===== config.mk =====
export PLATFORM = sky130hd
export DESIGN_NAME = pt_seq
export DESIGN_NICKNAME = d
export VERILOG_FILES = /design/src/rtl/pt_seq_pkg.sv /design/src/rtl/pt_ws_timer.sv /design/src/rtl/pt_seq.sv
export SDC_FILE = /design/constraint.sdc
export NUM_CORES = 1
export LEC_CHECK = 0
export CORE_AREA = 4 4 121 123
export DETAILED_ROUTE_END_ITERATION = 16
export DIE_AREA = 0 0 125 127
export DONT_BUFFER_PORTS = 1
export HOLD_SLACK_MARGIN = 0.05
export PLACE_DENSITY = 0.54
export REMOVE_ABC_BUFFERS = 1
export SLEW_MARGIN = 20
export SYNTH_ARGS = -nofsm -noshare
export SYNTH_HDL_FRONTEND = slang
export SYNTH_HIERARCHICAL = 1
export SYNTH_SLANG_ARGS = --single-unit

===== constraint.sdc =====
create_clock -name clk -period 2.47 [get_ports clk]
set_input_delay 0.3705 -clock clk [delete_from_list [all_inputs] [get_ports clk]]
set_output_delay 0.3705 -clock clk [all_outputs]
set_load 0.03 [all_outputs]

===== src/rtl/pt_seq_pkg.sv =====
package pt_seq_pkg;
    typedef enum logic [1:0] {
        PT_IDLE   = 2'd0,
        PT_ACTIVE = 2'd1,
        PT_DONE   = 2'd2
    } pt_state_e;
endpackage


===== src/rtl/pt_ws_timer.sv =====
module pt_ws_timer #(
    parameter int WS_W = 4
) (
    input  logic            clk,
    input  logic            rst_n,
    input  logic            load,
    input  logic [WS_W-1:0] load_val,
    input  logic            step,
    output logic            zero
);
    logic [WS_W-1:0] cnt_d, cnt_q;

    always_comb begin
        cnt_d = cnt_q;
        if (load)
            cnt_d = load_val;
        else if (step && (cnt_q != '0))
            cnt_d = cnt_q - 1'b1;
    end

    always_ff @(posedge clk or negedge rst_n) begin
        if (!rst_n) cnt_q <= '0;
        else        cnt_q <= cnt_d;
    end

    assign zero = (cnt_q == '0);

    AST_WS_FROZEN: assert property (@(posedge clk) disable iff (!rst_n)
        (!load && !step) |=> $stable(cnt_q));
endmodule


===== src/rtl/pt_seq.sv =====
module pt_seq
    import pt_seq_pkg::*;
#(
    parameter int DATA_W = 32,
    parameter int BE_W   = 4,
    parameter int REG_W  = 2,
    parameter int LEN_W  = 4,
    parameter int WS_W   = 4
) (
    input  logic              clk,
    input  logic              rst_n,
    input  logic              req_valid,
    input  logic [BE_W-1:0]   req_be_n,
    input  logic [REG_W-1:0]  req_region,
    input  logic              req_write,
    input  logic [LEN_W-1:0]  req_len,
    input  logic [WS_W-1:0]   req_ws,
    input  logic [DATA_W-1:0] req_addr,
    input  logic              cfg_addr_en,
    input  logic              add_wait_n,
    output logic              busy,
    output logic              attn_n,
    output logic              adr_n,
    output logic              xfer_n,
    output logic              burst_n,
    output logic [BE_W-1:0]   be_n,
    output logic [REG_W-1:0]  region,
    output logic              dir,
    output logic [DATA_W-1:0] bus_out,
    output logic              bus_oe
);
    localparam logic [LEN_W-1:0] ONE_WORD = LEN_W'(1);
    localparam logic [LEN_W-1:0] TWO_WORD = LEN_W'(2);

    typedef struct packed {
        pt_state_e         state;
        logic              attn_n;
        logic              adr_n;
        logic              xfer_n;
        logic              burst_n;
        logic [BE_W-1:0]   be_n;
        logic [REG_W-1:0]  region;
        logic              dir;
        logic [DATA_W-1:0] bus;
        logic              bus_oe;
        logic              addr_pend;
        logic [LEN_W-1:0]  rem;
        logic [WS_W-1:0]   ws_cfg;
        logic [DATA_W-1:0] addr;
    } seq_t;

    localparam seq_t SEQ_RST = '{
        state: PT_IDLE, attn_n: 1'b1, adr_n: 1'b1, xfer_n: 1'b1,
        burst_n: 1'b1, be_n: '1, region: '0, dir: 1'b0, bus: '0,
        bus_oe: 1'b0, addr_pend: 1'b0, rem: '0, ws_cfg: '0, addr: '0};

    seq_t s_d, s_q;
    logic ws_zero, ws_load, ws_step, accept, fire;
    logic [WS_W-1:0] ws_val;
    logic [LEN_W-1:0] len_eff;

    assign len_eff = (req_len == '0) ? ONE_WORD : req_len;
    assign accept  = (s_q.state == PT_IDLE) && req_valid;
    assign fire    = (s_q.state == PT_ACTIVE) && add_wait_n
                     && !s_q.addr_pend && ws_zero;
    assign ws_step = (s_q.state == PT_ACTIVE) && add_wait_n && !s_q.addr_pend;
    assign ws_load = accept || fire;
    assign ws_val  = accept ? req_ws : s_q.ws_cfg;

    pt_ws_timer #(.WS_W(WS_W)) u_ws (
        .clk(clk), .rst_n(rst_n), .load(ws_load), .load_val(ws_val),
        .step(ws_step), .zero(ws_zero)
    );

    always_comb begin
        s_d        = s_q;
        s_d.adr_n  = 1'b1;
        s_d.xfer_n = 1'b1;
        s_d.bus_oe = 1'b0;
        s_d.bus    = '0;
        case (s_q.state)
            PT_IDLE: begin
                if (req_valid) begin
                    s_d.state     = PT_ACTIVE;
                    s_d.attn_n    = 1'b0;
                    s_d.be_n      = req_be_n;
                    s_d.region    = req_region;
                    s_d.dir       = req_write;
                    s_d.rem       = len_eff;
                    s_d.ws_cfg    = req_ws;
                    s_d.addr      = req_addr;
                    s_d.addr_pend = cfg_addr_en;
                    s_d.burst_n   = !(len_eff > ONE_WORD);
                end
            end
            PT_ACTIVE: begin
                if (add_wait_n && s_q.addr_pend) begin
                    s_d.adr_n     = 1'b0;
                    s_d.bus_oe    = 1'b1;
                    s_d.bus       = s_q.addr;
                    s_d.addr_pend = 1'b0;
                end
                if (fire) begin
                    s_d.xfer_n  = 1'b0;
                    s_d.rem     = s_q.rem - 1'b1;
                    s_d.burst_n = s_q.dir ? (s_q.rem <= TWO_WORD)
                                          : (s_q.rem <= ONE_WORD);
                    if (s_q.rem == ONE_WORD) begin
                        s_d.attn_n = 1'b1;
                        s_d.state  = PT_DONE;
                    end
                end else begin
                    s_d.burst_n = s_q.burst_n && (s_q.rem <= ONE_WORD)
                                  ? 1'b1 : (s_q.burst_n || (s_q.rem <= ONE_WORD));
                end
            end
            PT_DONE: begin
                s_d.state   = PT_IDLE;
                s_d.be_n    = '1;
                s_d.burst_n = 1'b1;
            end
            default: s_d = SEQ_RST;
        endcase
    end

    always_ff @(posedge clk or negedge rst_n) begin
        if (!rst_n) s_q <= SEQ_RST;
        else        s_q <= s_d;
    end

    assign busy    = (s_q.state != PT_IDLE);
    assign attn_n  = s_q.attn_n;
    assign adr_n   = s_q.adr_n;
    assign xfer_n  = s_q.xfer_n;
    assign burst_n = s_q.burst_n;
    assign be_n    = s_q.be_n;
    assign region  = s_q.region;
    assign dir     = s_q.dir;
    assign bus_out = s_q.bus;
    assign bus_oe  = s_q.bus_oe;

    AST_WAIT_STALLS: assert property (@(posedge clk) disable iff (!rst_n)
        !add_wait_n |=> (adr_n && xfer_n));
    AST_ADR_ONE_CYCLE: assert property (@(posedge clk) disable iff (!rst_n)
        !adr_n |=> adr_n);
    AST_NO_ADR_LATE: assert property (@(posedge clk) disable iff (!rst_n)
        (s_q.state == PT_ACTIVE && !s_q.addr_pend) |=> adr_n);
    AST_FINAL_ATTN: assert property (@(posedge clk) disable iff (!rst_n)
        (!xfer_n && s_q.rem == '0) |-> attn_n);
    AST_BE_RELEASE: assert property (@(posedge clk) disable iff (!rst_n)
        (!xfer_n && attn_n) |=> (be_n == '1 && !busy));
    AST_BURST_NO_REARM: assert property (@(posedge clk) disable iff (!rst_n)
        (!attn_n && burst_n) |=> burst_n);
    AST_IDLE_QUIET: assert property (@(posedge clk) disable iff (!rst_n)
        !busy |-> (attn_n && adr_n && xfer_n && !bus_oe));
endmodule


[After elaboration in Yosys (flattened, before gate mapping)]
Cells that the tools add are included.
Word-level totals
  register bits: 91
  input bits: 52
  output and inout bits: 45
  word-level logic and storage cells: 79
Operators by class
  add/sub/neg operators: 2
  order comparisons: 3
  eq/ne operators: 7
  muxes and demuxes: 25
  bitwise logic cells: 3
  reductions and logical operators: 24
Operators with widths (count)
  one-hot mux 36 bit (2 select lines): 1
  2-to-1 mux 41 bit: 1
  2-to-1 mux 34 bit: 1
  2-to-1 mux 33 bit: 1
  2-to-1 mux 4 bit: 5
  one-hot mux 5 bit (3 select lines): 1
  2-to-1 mux 3 bit: 3
  AND reduction 3 bit: 3
  logical NOT 4 bit: 2
  2-to-1 mux 8 bit: 1
  one-hot mux 4 bit (2 select lines): 1
  subtractor 4 x 1 -> 4 bit (second input constant): 2
  logical AND 1 bit: 7
  one-hot mux 3 bit (2 select lines): 1
  2-to-1 mux 1 bit: 5
  equality test 4 x 1 -> 1 bit (second input constant): 1
  > comparator 4 x 1 -> 1 bit (second input constant): 1
  <= comparator 4 x 1 -> 1 bit (second input constant): 1
  <= comparator 4 x 2 -> 1 bit (second input constant): 1
  != test 2 x 1 -> 1 bit (second input constant): 2
  != test 2 bit (second input constant): 2
  one-hot mux 2 bit (2 select lines): 1
  AND reduction 2 bit: 2
  AND reduction 4 bit: 1
  other kinds (12): 17

[Depth between registers and ports, before layout]
Gate-level depths: netlist of the first run.
  word-level depth: 6
  gate-level depth with buffers: 10
  gate-level depth less buffers: 9

[By module]
Netlist of the first run, hierarchy kept.
By module, submodules not included
  pt_seq: instances 1, cells an instance 308, area an instance 3747.3 µm², seq. area each 2187.1 µm²
  pt_ws_timer: instances 1, cells an instance 27, area an instance 252.7 µm², seq. area each 100.1 µm²

[Worst setup path after synthesis of the first run]
Ideal clock, no wire load.
  path kind: register to register
  from: register u_ws.cnt_q[0]
  to: register u_ws.cnt_q[3]
  library setup time: 126 ps
  arrival: 2082 ps
  data required time: 2344 ps
  slack: 262 ps
  stages on the path, launching flop included: 11
  path buffers: 1
  period minus slack after synthesis: 2208 ps
  path through: dfrtp_1 inv_1 ha_1 or3b_4 inv_1 and4b_4 inv_1 nand2_1 buf_1 nor3_1 a221o_1
Between the ends
  word-level cells in the longest chain between the ends: 4
  elaborated cells on any way between the ends: 9
  those cells by class: 1 x add/sub; 2 x mux; 6 x reduce/logical
Ends and longest elaborated chain
  start, declared: RTL line pt_ws_timer.sv:11  | logic [WS_W-1:0] cnt_d, cnt_q;
  start signal, assigned: RTL line pt_ws_timer.sv:23  | else cnt_q <= cnt_d;
  logical NOT 4 bit (*): RTL line pt_ws_timer.sv:26  | assign zero = (cnt_q == '0);
  net ws_zero: RTL line pt_seq.sv:58  | logic ws_zero, ws_load, ws_step, accept, fire;
  logical AND 1 bit (*): RTL line pt_seq.sv:65  | && !s_q.addr_pend && ws_zero;
  logical OR 1 bit (*): RTL line pt_seq.sv:67  | assign ws_load = accept || fire;
  net ws_load: RTL line pt_seq.sv:58
  2-to-1 mux 4 bit or nonzero test 2 bit (tied branches)
Mark *: on every way through the listed nets, which the timed path passes. The rest lies on a longest branch. The select of a mux whose other input is x is not followed.
A chain may end at the register's enable or synchronous reset.

[Worst setup path in the final report of the first run]
Same ends and word-level chain as after synthesis.

==> results of run 1 <==
==> area by class of cell <==
class	count	area (sq um)	area share, %
Tap cell	180	225	5.39
Clock inverter	7	75.1	1.80
Multi-Input combinational cell	179	1280	30.6
Inverter	12	45.0	1.08
Clock buffer	9	225	5.39
Timing Repair Buffer	4	42.5	1.02
Sequential cell	91	2290	54.7
==> registers in the layout, summed over array words and instances (netlist names) <==
signal	count
be_n	4
u_ws/cnt_q	4
bus_oe	1
xfer_n	1
bus_out	32
region	2
s_q	43
attn_n	1
burst_n	1
adr_n	1
dir	1
==> routing by layer <==
metal / vias to the layer above / global-route usage (%)
li1: 1054 / -
met1: 1176 / 13.5
met2: 83 / 17.4
met3: 11 / 5.81
met4: 0 / 3.13
met5: - / 0
==> final timing paths <==
kind	cells past startpoint	slack, ns	end	from
worst min-delay path	0	-0.28	s_q[38]$_DFFE_PN0P_	rst_n
worst min register to register	1	0.48	bus_out[15]$_DFF_PN0_	s_q[15]$_DFFE_PN0P_
max in group asynchronous	0	2.54	be_n[2]$_DFFE_PN1P_	rst_n
min in group clk	1	0.15	s_q[0]$_DFFE_PN0P_	req_addr[0]
worst max-delay path	9	0.12	u_ws/cnt_q[3]$_DFFE_PN0P_	u_ws/cnt_q[0]$_DFFE_PN0P_
worst max register to register	9	0.12	u_ws/cnt_q[3]$_DFFE_PN0P_	u_ws/cnt_q[0]$_DFFE_PN0P_
==> cells by family (layout without fill, tap and decap cells) <==
family                     Yosys count  count (layout)  share of synthesized area [%]
AOI/OAI and AO/OA                   84              84                           16.0
adders and majority gates            8               8                           2.50
buffers and inverters               65              32                           10.8
DFF                                 91              91                           57.2
muxes                                5               5                           1.41
and+or+nand+nor                     82              82                           12.1
==> critical path, delay by kind of cell, from the launching register on <==
| family | cells | cell delay [ns] |
|---|---|---|
| adder cells (fa/ha/maj) | 1 | 0.21 |
| flip-flops | 1 | 0.38 |
| AO/OA/AOI/OAI | 1 | 0.32 |
| AND/OR/NAND/NOR | 4 | 1.05 |
| buffers and inverters | 3 | 0.28 |
==> report_power, final <==
group	internal, mW	switching, mW	total (mW)
logic	0.743	0.918	1.66
clock network	0.793	0.593	1.39
registers	1.97	0.476	2.44
total	3.50	1.99	5.49
==> metrics by stage <==
stage | hold WS [ns] | setup WS [ns] | cell area [sq um] | util, %
after global placement | 0.0771 | 0.296 | 3880 | 28.4
after global routing | -0.309 | 0.00750 | 4180 | 30.6
after CTS | -0.302 | 0.131 | 4180 | 30.6
final | -0.280 | 0.116 | 4180 | 30.6
after detailed placement | 0.0778 | 0.136 | 3880 | 28.4
after floorplan | 0.0749 | 0.384 | 3610 | -
==> cells in the final DEF, fill, tap and decap left out, drive strengths merged, types with 2 or more instances in the layout <==
cell	instances
a21o	2
a21oi	15
a22o	35
a2bb2oi	5
a31oi	3
and2	33
and4b	2
buf	4
clkbuf	9
clkinv	3
dfrtp	83
dfstp	8
ha	8
inv	15
mux2	5
nand2	16
nand2b	5
nand3b	2
nor2	8
nor2b	5
nor3	3
o2111ai	2
o21ai	10
o22ai	4
or2	2
==> results_dict.tcl, run 1 <==
set metrics [dict create \
    outcome "finished with violations" \
    violations "negative hold slack" \
    synth_area_per_cell_sq_um 11.9 \
    via_per_inst 4.82 \
    maxCapViolCount 0 \
    cts-resized-gates 0 \
    die_w_um 125 \
    fp.dieH_um 127 \
    gp_congestion 0.827 \
    min_path_type "input port to asynchronous set/reset pin" \
    met2_length_mm 4.00 \
    antenna_found_initial 0 \
    grt_pass1_wl_mm 13.8 \
    drv_slew 0 \
    fin_skew_ns 0.00625 \
    instances_no_fill 482 \
    drt-total-wl_mm 8.50 \
    finalWorstPathRequiredPeriod_ns 2.35 \
    cp_max_fo 9 \
    initial_core_util_pct 29.3 \
    dieArea_sq_mm 0.0159 \
    drtIter0Drc 94 \
    clock.fmax_mhz 425 \
    startpoint_type "flop" \
    rsz0062_at_grt "no" \
    clockBufferDepth 2 \
    drive_gt1_share_pct 13.9 \
    cpMostUsedCell "inv_1" \
    hold_ws_ns -0.280 \
    slew_headroom_pct 65.0 \
    p_per_area_mw_per_mm2 1310 \
    top_layer_used "met4" \
    clockRootBuffer "clkbuf_16" \
    cp_cell_sequence "inv_1 -> ha_1 -> or3b_4 -> inv_1 -> and4b_4 -> inv_1 -> nand2_1 -> nor3_1 -> a221o_1" \
    syn_inst 335 \
    wl_met3_um 707 \
    crit_type "flop to flop" \
    netlist.area_leader.share_pct 51.9 \
    nets 357 \
    dp_hpwl_mm 5.76 \
    port_buffers 0 \
    yosysMostFrequentCell "dfrtp_1" \
    ys.flop_type "dfrtp_1" \
    cts_max_level 3 \
    clk_pin_slew_ns 0.06 \
    cts_buffers 9 \
    ant_nets 0 \
    hold_viol_final 91 \
    yosys.area.top_type "dfrtp_1" \
    rows 43 \
    synth.area.top_cells "dfrtp_1, buf_4, a22o_1" \
    vias 2324 \
    syn_area_sq_mm 0.00400 \
    core-area_sq_mm 0.0137 \
    gr-usage-all-layers_pct 11.1 \
    postCtsSetupBuffers 0 \
    finalSetupTns_ns 0 \
    drc 0 \
    finalPower_mw 5.49 \
    critPathMaxStageDelay_ns 0.43 \
    routedWlPerCell_um 17.6 \
    crit_slowest_cell "or3b_4" \
    ys_warn_count 6 \
    grt_pass1_vias 2482 \
    grt_overflow 0 \
    yosysUniqueCellTypes 47 \
    setup-violations-final 0 \
    netlist_top_cells_count "dfrtp_1, buf_4, a22o_1, and2_1, nand2_1" \
    met1_length_mm 3.69 \
    vdd_drop_max_v 0.000538 \
    clock_sinks 91 \
    seq_area_frac_synth_pct 57.2 \
    synth_edf_count 0 \
    antenna_cells 0 \
    crit_arrival_ns 2.58 \
    p_leak_nw 1.93 \
    crit_path_end_kind "flop" \
    crit_required_ns 2.69 \
    area_growth_pct 4.54 \
    grt_max_degree 92 \
    async_flop_share_pct 100 \
    min_period_over_period_pct 95.3 \
    dp_cells 466 \
    ys_ff_latch 91 \
    final.fill_count 1397 \
    worst_slew_pin_slew_ns 0.524 \
    io_pins 97 \
    insertion_delay_ns 0.34 \
    cts_tree "yes" \
    dr.pass1.iters 4 \
]
Power figures use the tool's default switching activity.
==> inputs of run 2 (changes only) <==
--- a/config.mk
+++ b/config.mk
@@ -5,12 +5,12 @@
 export SDC_FILE = /design/constraint.sdc
 export NUM_CORES = 1
 export LEC_CHECK = 0
-export CORE_AREA = 4 4 121 123
+export CORE_AREA = 4 4 98 100
 export DETAILED_ROUTE_END_ITERATION = 16
-export DIE_AREA = 0 0 125 127
+export DIE_AREA = 0 0 102 104
 export DONT_BUFFER_PORTS = 1
 export HOLD_SLACK_MARGIN = 0.05
-export PLACE_DENSITY = 0.54
+export PLACE_DENSITY = 0.71
 export REMOVE_ABC_BUFFERS = 1
 export SLEW_MARGIN = 20
 export SYNTH_ARGS = -nofsm -noshare
==> run 2 against run 1 <==
Net effect: the run now ends clean; total power shrank 7.0%; first-iteration DRC count shrank 20%; sequential power about the same; count of clock-buffer cells in the layout unchanged; global-route usage up 3.7 points; non-clock buffer count increased by 3; critical endpoint unchanged.
==> results_dict.tcl, run 2 (synthesized netlist as in run 1, its figures left out) <==
set metrics [dict create \
    outcome "completed" \
    p_clk_share_pct 19.9 \
    p_seq_share_pct 47.7 \
    critPathMaxStageDelay_ns 0.42 \
    initial_core_util_pct 46.1 \
    fin_skew_ns 0.00871 \
    cts_max_level 3 \
    core-area_sq_mm 0.00868 \
    finalWorstPathRequiredPeriod_ns 2.30 \
    clock.fmax_mhz 435 \
    finalSetupTns_ns 0 \
    comb_power_share_pct 32.4 \
    cts_tree "yes" \
    drt-total-wl_mm 7.79 \
    p_int_mw 3.17 \
    power.share.switching_pct 37.9 \
    port_buffers 0 \
    hold_ws_ns 0.144 \
    clockBufferDepth 2 \
    rows 34 \
    clk_pin_slew_ns 0.09 \
    dr.pass1.iters 4 \
    via_per_inst 5.56 \
    postCtsSetupBuffers 0 \
    slew_headroom_pct 68.2 \
    dieArea_sq_mm 0.0106 \
    ant_nets 0 \
    p_leak_nw 1.90 \
    cp_cell_sequence "inv_1 -> ha_1 -> or3b_4 -> inv_1 -> and4b_4 -> inv_1 -> nand2_1 -> nor3_1 -> a221o_1" \
    crit_required_ns 2.70 \
    crit_path_end_kind "flop" \
    final.fill_count 818 \
    maxCapViolCount 0 \
    die_w_um 102 \
    drive_gt1_share_pct 14.4 \
    antenna_found_initial 0 \
    drtIter0Drc 75 \
    vias 2295 \
    gp_congestion 0.851 \
    cp_top_family "simple AND/OR/NAND/NOR gates" \
    grt_max_degree 92 \
    timing.final.ws_setup_ns 0.171 \
    io_pins 97 \
    multi_input_area_sq_mm 0.00128 \
    grt_overflow 0 \
    setup-violations-final 0 \
    fp.dieH_um 104 \
    cts-resized-gates 0 \
    largest_register_ffs 43 \
    drc 0 \
    final_cell_mix "dfrtp_1, a22o_1, and2_1" \
    cp_max_fo 9 \
    cts_buffers 9 \
    post-place-ws_ns 0.201 \
    drv_slew 0 \
    min_path_type "input port to flop" \
    hold_viol_final 0 \
    area_growth_pct 0.594 \
    grt_pass1_wl_mm 12.4 \
    top_register "s_q" \
    clockRootBuffer "clkbuf_8" \
    grt_pass1_vias 2388 \
    crit_arrival_ns 2.53 \
    startpoint_type "flop" \
    cpMostUsedCell "inv_1" \
    regArea_sq_mm 0.00229 \
    p_sw_mw 1.94 \
    worst_slew_pin_slew_ns 0.478 \
    dp_hpwl_mm 5.17 \
    p_per_area_mw_per_mm2 1270 \
    nets 360 \
    crit_slowest_cell "or3b_4" \
    vdd_drop_max_v 0.000548 \
    antenna_cells 0 \
    cp_num_buf_inv 3 \
    rsz0062_at_grt "no" \
    insertion_delay_ns 0.34 \
    gr-usage-all-layers_pct 14.8 \
    final_common_cell "dfrtp_1" \
    routedWlPerCell_um 18.9 \
    min_period_over_period_pct 93.1 \
    clock_sinks 91 \
    crit_type "flop to flop" \
]
run 2: cell count changes in the layout (fill, tap and decap cells not counted):
cell,change
buf_16,+1
clkinvlp_4,+1
buf_12,-1
clkbuf_8,+9
buf_4,+2
inv_8,+1
dlygate4sd3_1,+1
clkbuf_16,-9
inv_6,-2
run 2: power by group through the flow:
stage          Clock (mW)  Combinational, mW  Sequential, mW
5_1_grt              1.11               1.86            2.50
3_5_place_dp            0               1.63            2.46
2_1_floorplan           0               1.24            2.37
4_1_cts              1.05               1.64            2.44
6_report             1.01               1.66            2.43
3_3_place_gp            0               1.57            2.45
run 2: layer usage:
| layer | global-route usage, % | wire length, um | up-vias |
|---|---|---|---|
| met1 | 19.3 | 3310 | 1142 |
| li1 | - | - | 1061 |
| met2 | 22.2 | 3600 | 87 |
| met4 | 2.91 | 42 | 0 |
| met3 | 7.78 | 836 | 5 |
| met5 | 0 | 0 | - |
run 2: worst paths after layout:
| check | startpoint | to | slack (ns) | cells past startpoint |
|---|---|---|---|---|
| max reg2reg | u_ws/cnt_q[0]$_DFFE_PN0P_ | u_ws/cnt_q[3]$_DFFE_PN0P_ | 0.17 | 9 |
| min in group asynchronous | rst_n | bus_out[17]$_DFF_PN0_ | 0.65 | 2 |
| min | add_wait_n | adr_n$_DFF_PN1_ | 0.14 | 1 |
| max in group asynchronous | rst_n | bus_out[21]$_DFF_PN0_ | 1.45 | 2 |
| max | u_ws/cnt_q[0]$_DFFE_PN0P_ | u_ws/cnt_q[3]$_DFFE_PN0P_ | 0.17 | 9 |
| min reg2reg | s_q[6]$_DFFE_PN0P_ | bus_out[6]$_DFF_PN0_ | 0.49 | 1 |
run 2: final cells by class:
| class | instances | share of cell area (%) |
|---|---|---|
| Tap cell | 108 | 3.36 |
| Sequential cell | 91 | 56.8 |
| Inverter | 12 | 1.12 |
| Timing Repair Buffer | 7 | 1.87 |
| Clock buffer | 9 | 3.08 |
| Clock inverter | 7 | 1.90 |
| Multi-Input combinational cell | 179 | 31.8 |
run 2: metrics by stage:
step,std cells,area (sq um),utilization [%],power (mW)
after global routing,413,4020,46.4,5.48
after CTS,411,3990,45.9,5.13
after detailed placement,395,3790,43.6,4.10
after global placement,395,3790,43.6,4.02
final,413,4020,46.4,5.10
after floorplan,282,3610,-,3.61
==> inputs of run 3 (changes only) <==
--- a/config.mk
+++ b/config.mk
@@ -6,11 +6,13 @@
 export NUM_CORES = 1
 export LEC_CHECK = 0
 export CORE_AREA = 4 4 98 100
+export CTS_CLUSTER_DIAMETER = 120
 export DETAILED_ROUTE_END_ITERATION = 16
 export DIE_AREA = 0 0 102 104
 export DONT_BUFFER_PORTS = 1
 export HOLD_SLACK_MARGIN = 0.05
 export PLACE_DENSITY = 0.71
+export RECOVER_POWER = 100
 export REMOVE_ABC_BUFFERS = 1
 export SLEW_MARGIN = 20
 export SYNTH_ARGS = -nofsm -noshare
==> run 3 against run 2 <==
Net effect: first-iteration DRC count decreased by 13%; combinational power decreased by 3%; clock power about the same; die area unchanged; sequential power about the same; critical path depth unchanged; utilization decreased by 0.46 points; routed wire length increased by 0.19%; sequential cell count unchanged; global-route usage unchanged; highest routed layer unchanged.
==> results_dict.tcl, run 3 (synthesized netlist as in run 1, its figures left out) <==
set metrics [dict create \
    clk_pin_slew_ns 0.09 \
    rsz0062_at_grt "no" \
    p_int_mw 3.13 \
    clock.fmax_mhz 440 \
    worst_slew_pin_slew_ns 1.19 \
    routedWlPerCell_um 18.9 \
    setup-violations-final 0 \
    p_per_area_mw_per_mm2 1270 \
    dieArea_sq_mm 0.0106 \
    initial_core_util_pct 46.1 \
    min_path_type "input port to flop" \
    slew_headroom_pct 20.8 \
    antenna_found_initial 0 \
    cp_max_fo 9 \
    comb_power_share_pct 31.9 \
    largest_register_ffs 43 \
    port_buffers 0 \
    vias 2323 \
    cts_max_level 3 \
    dr.pass1.iters 6 \
    area_growth_pct -0.407 \
    multi_input_area_sq_mm 0.00126 \
    hold_ws_ns 0.125 \
    finalSetupTns_ns 0 \
    gp_congestion 0.851 \
    insertion_delay_ns 0.34 \
    fp.dieH_um 104 \
    core-area_sq_mm 0.00868 \
    top_register "s_q" \
    crit_required_ns 2.70 \
    ant_nets 0 \
    dp_hpwl_mm 5.17 \
    post-place-ws_ns 0.201 \
    grt_overflow 0 \
    nets 360 \
    p_sw_mw 1.92 \
    die_w_um 102 \
    clockBufferDepth 2 \
    final.fill_count 821 \
    postCtsSetupBuffers 0 \
    p_seq_share_pct 48.0 \
    min_period_over_period_pct 92.1 \
    crit_slowest_cell "or3b_4" \
    hold_viol_final 0 \
    drt-total-wl_mm 7.80 \
    drive_gt1_share_pct 10.8 \
    io_pins 97 \
    drtIter0Drc 65 \
    crit_arrival_ns 2.51 \
    cp_top_family "simple AND/OR/NAND/NOR gates" \
    cts-resized-gates 0 \
    vdd_drop_max_v 0.000543 \
    clockRootBuffer "clkbuf_8" \
    grt_pass1_vias 2388 \
    gr-usage-all-layers_pct 14.8 \
    cts_tree "yes" \
    final_common_cell "dfrtp_1" \
    finalWorstPathRequiredPeriod_ns 2.28 \
    grt_max_degree 92 \
    startpoint_type "flop" \
    drv_slew 0 \
    power.share.switching_pct 38.0 \
    outcome "completed" \
    final_cell_mix "dfrtp_1, a22o_1, and2_1" \
    crit_type "flop to flop" \
    cp_num_buf_inv 3 \
    clock_sinks 91 \
    regArea_sq_mm 0.00229 \
    p_clk_share_pct 20.1 \
    cpMostUsedCell "inv_1" \
    via_per_inst 5.62 \
    grt_pass1_wl_mm 12.4 \
    crit_path_end_kind "flop" \
    cp_cell_sequence "inv_1 -> ha_1 -> or3b_4 -> inv_1 -> and4b_4 -> inv_1 -> nand2_1 -> nor3_1 -> a221o_1" \
    drc 0 \
    timing.final.ws_setup_ns 0.195 \
    maxCapViolCount 0 \
    fin_skew_ns 0.00781 \
    p_leak_nw 1.87 \
    rows 34 \
    cts_buffers 9 \
    antenna_cells 0 \
    critPathMaxStageDelay_ns 0.42 \
]
[run 3: layout make-up]
class | instances | area share [%]
clock buffers | 9 | 3.11
clock inverters | 7 | 1.92
inverters | 12 | 1.13
multi-input cells | 179 | 31.7
flip-flops and latches | 91 | 57.4
well taps | 108 | 3.39
repair buffers | 7 | 1.32
[run 3: routing by layer]
layer,vias to the layer above,share of wire (%),global-route usage (%)
li1,1062,-,-
met1,1163,42,19.3
met2,92,47,22.2
met3,6,11,7.78
met4,0,0.53,2.91
met5,-,0,0
[run 3: worst paths after layout]
path	startpoint	end	slack, ns	cells after the start
setup / recovery	u_ws/cnt_q[0]$_DFFE_PN0P_	u_ws/cnt_q[3]$_DFFE_PN0P_	0.19	9
hold reg to reg	s_q[6]$_DFFE_PN0P_	bus_out[6]$_DFF_PN0_	0.49	1
max in group asynchronous	rst_n	bus_out[9]$_DFF_PN0_	0.81	2
min in group asynchronous	rst_n	bus_out[31]$_DFF_PN0_	0.93	2
setup reg to reg	u_ws/cnt_q[0]$_DFFE_PN0P_	u_ws/cnt_q[3]$_DFFE_PN0P_	0.19	9
hold / removal	add_wait_n	adr_n$_DFF_PN1_	0.13	1
[run 3: power by group through the flow]
| stage | clock network (mW) | logic [mW] | registers [mW] |
|---|---|---|---|
| floorplan | 0 | 1.24 | 2.37 |
| detailed placement | 0 | 1.63 | 2.46 |
| finish | 1.01 | 1.61 | 2.42 |
| global route | 1.11 | 1.82 | 2.49 |
| global placement | 0 | 1.57 | 2.45 |
| CTS | 1.05 | 1.64 | 2.44 |
[run 3: through the flow]
step | instance area (sq um) | std cells | power, mW | util (%)
2_1_floorplan | 3610 | 282 | 3.61 | -
3_3_place_gp | 3790 | 395 | 4.02 | 43.6
3_5_place_dp | 3790 | 395 | 4.10 | 43.6
4_1_cts | 3990 | 411 | 5.13 | 45.9
5_1_grt | 3980 | 413 | 5.42 | 45.9
6_report | 3980 | 413 | 5.05 | 45.9
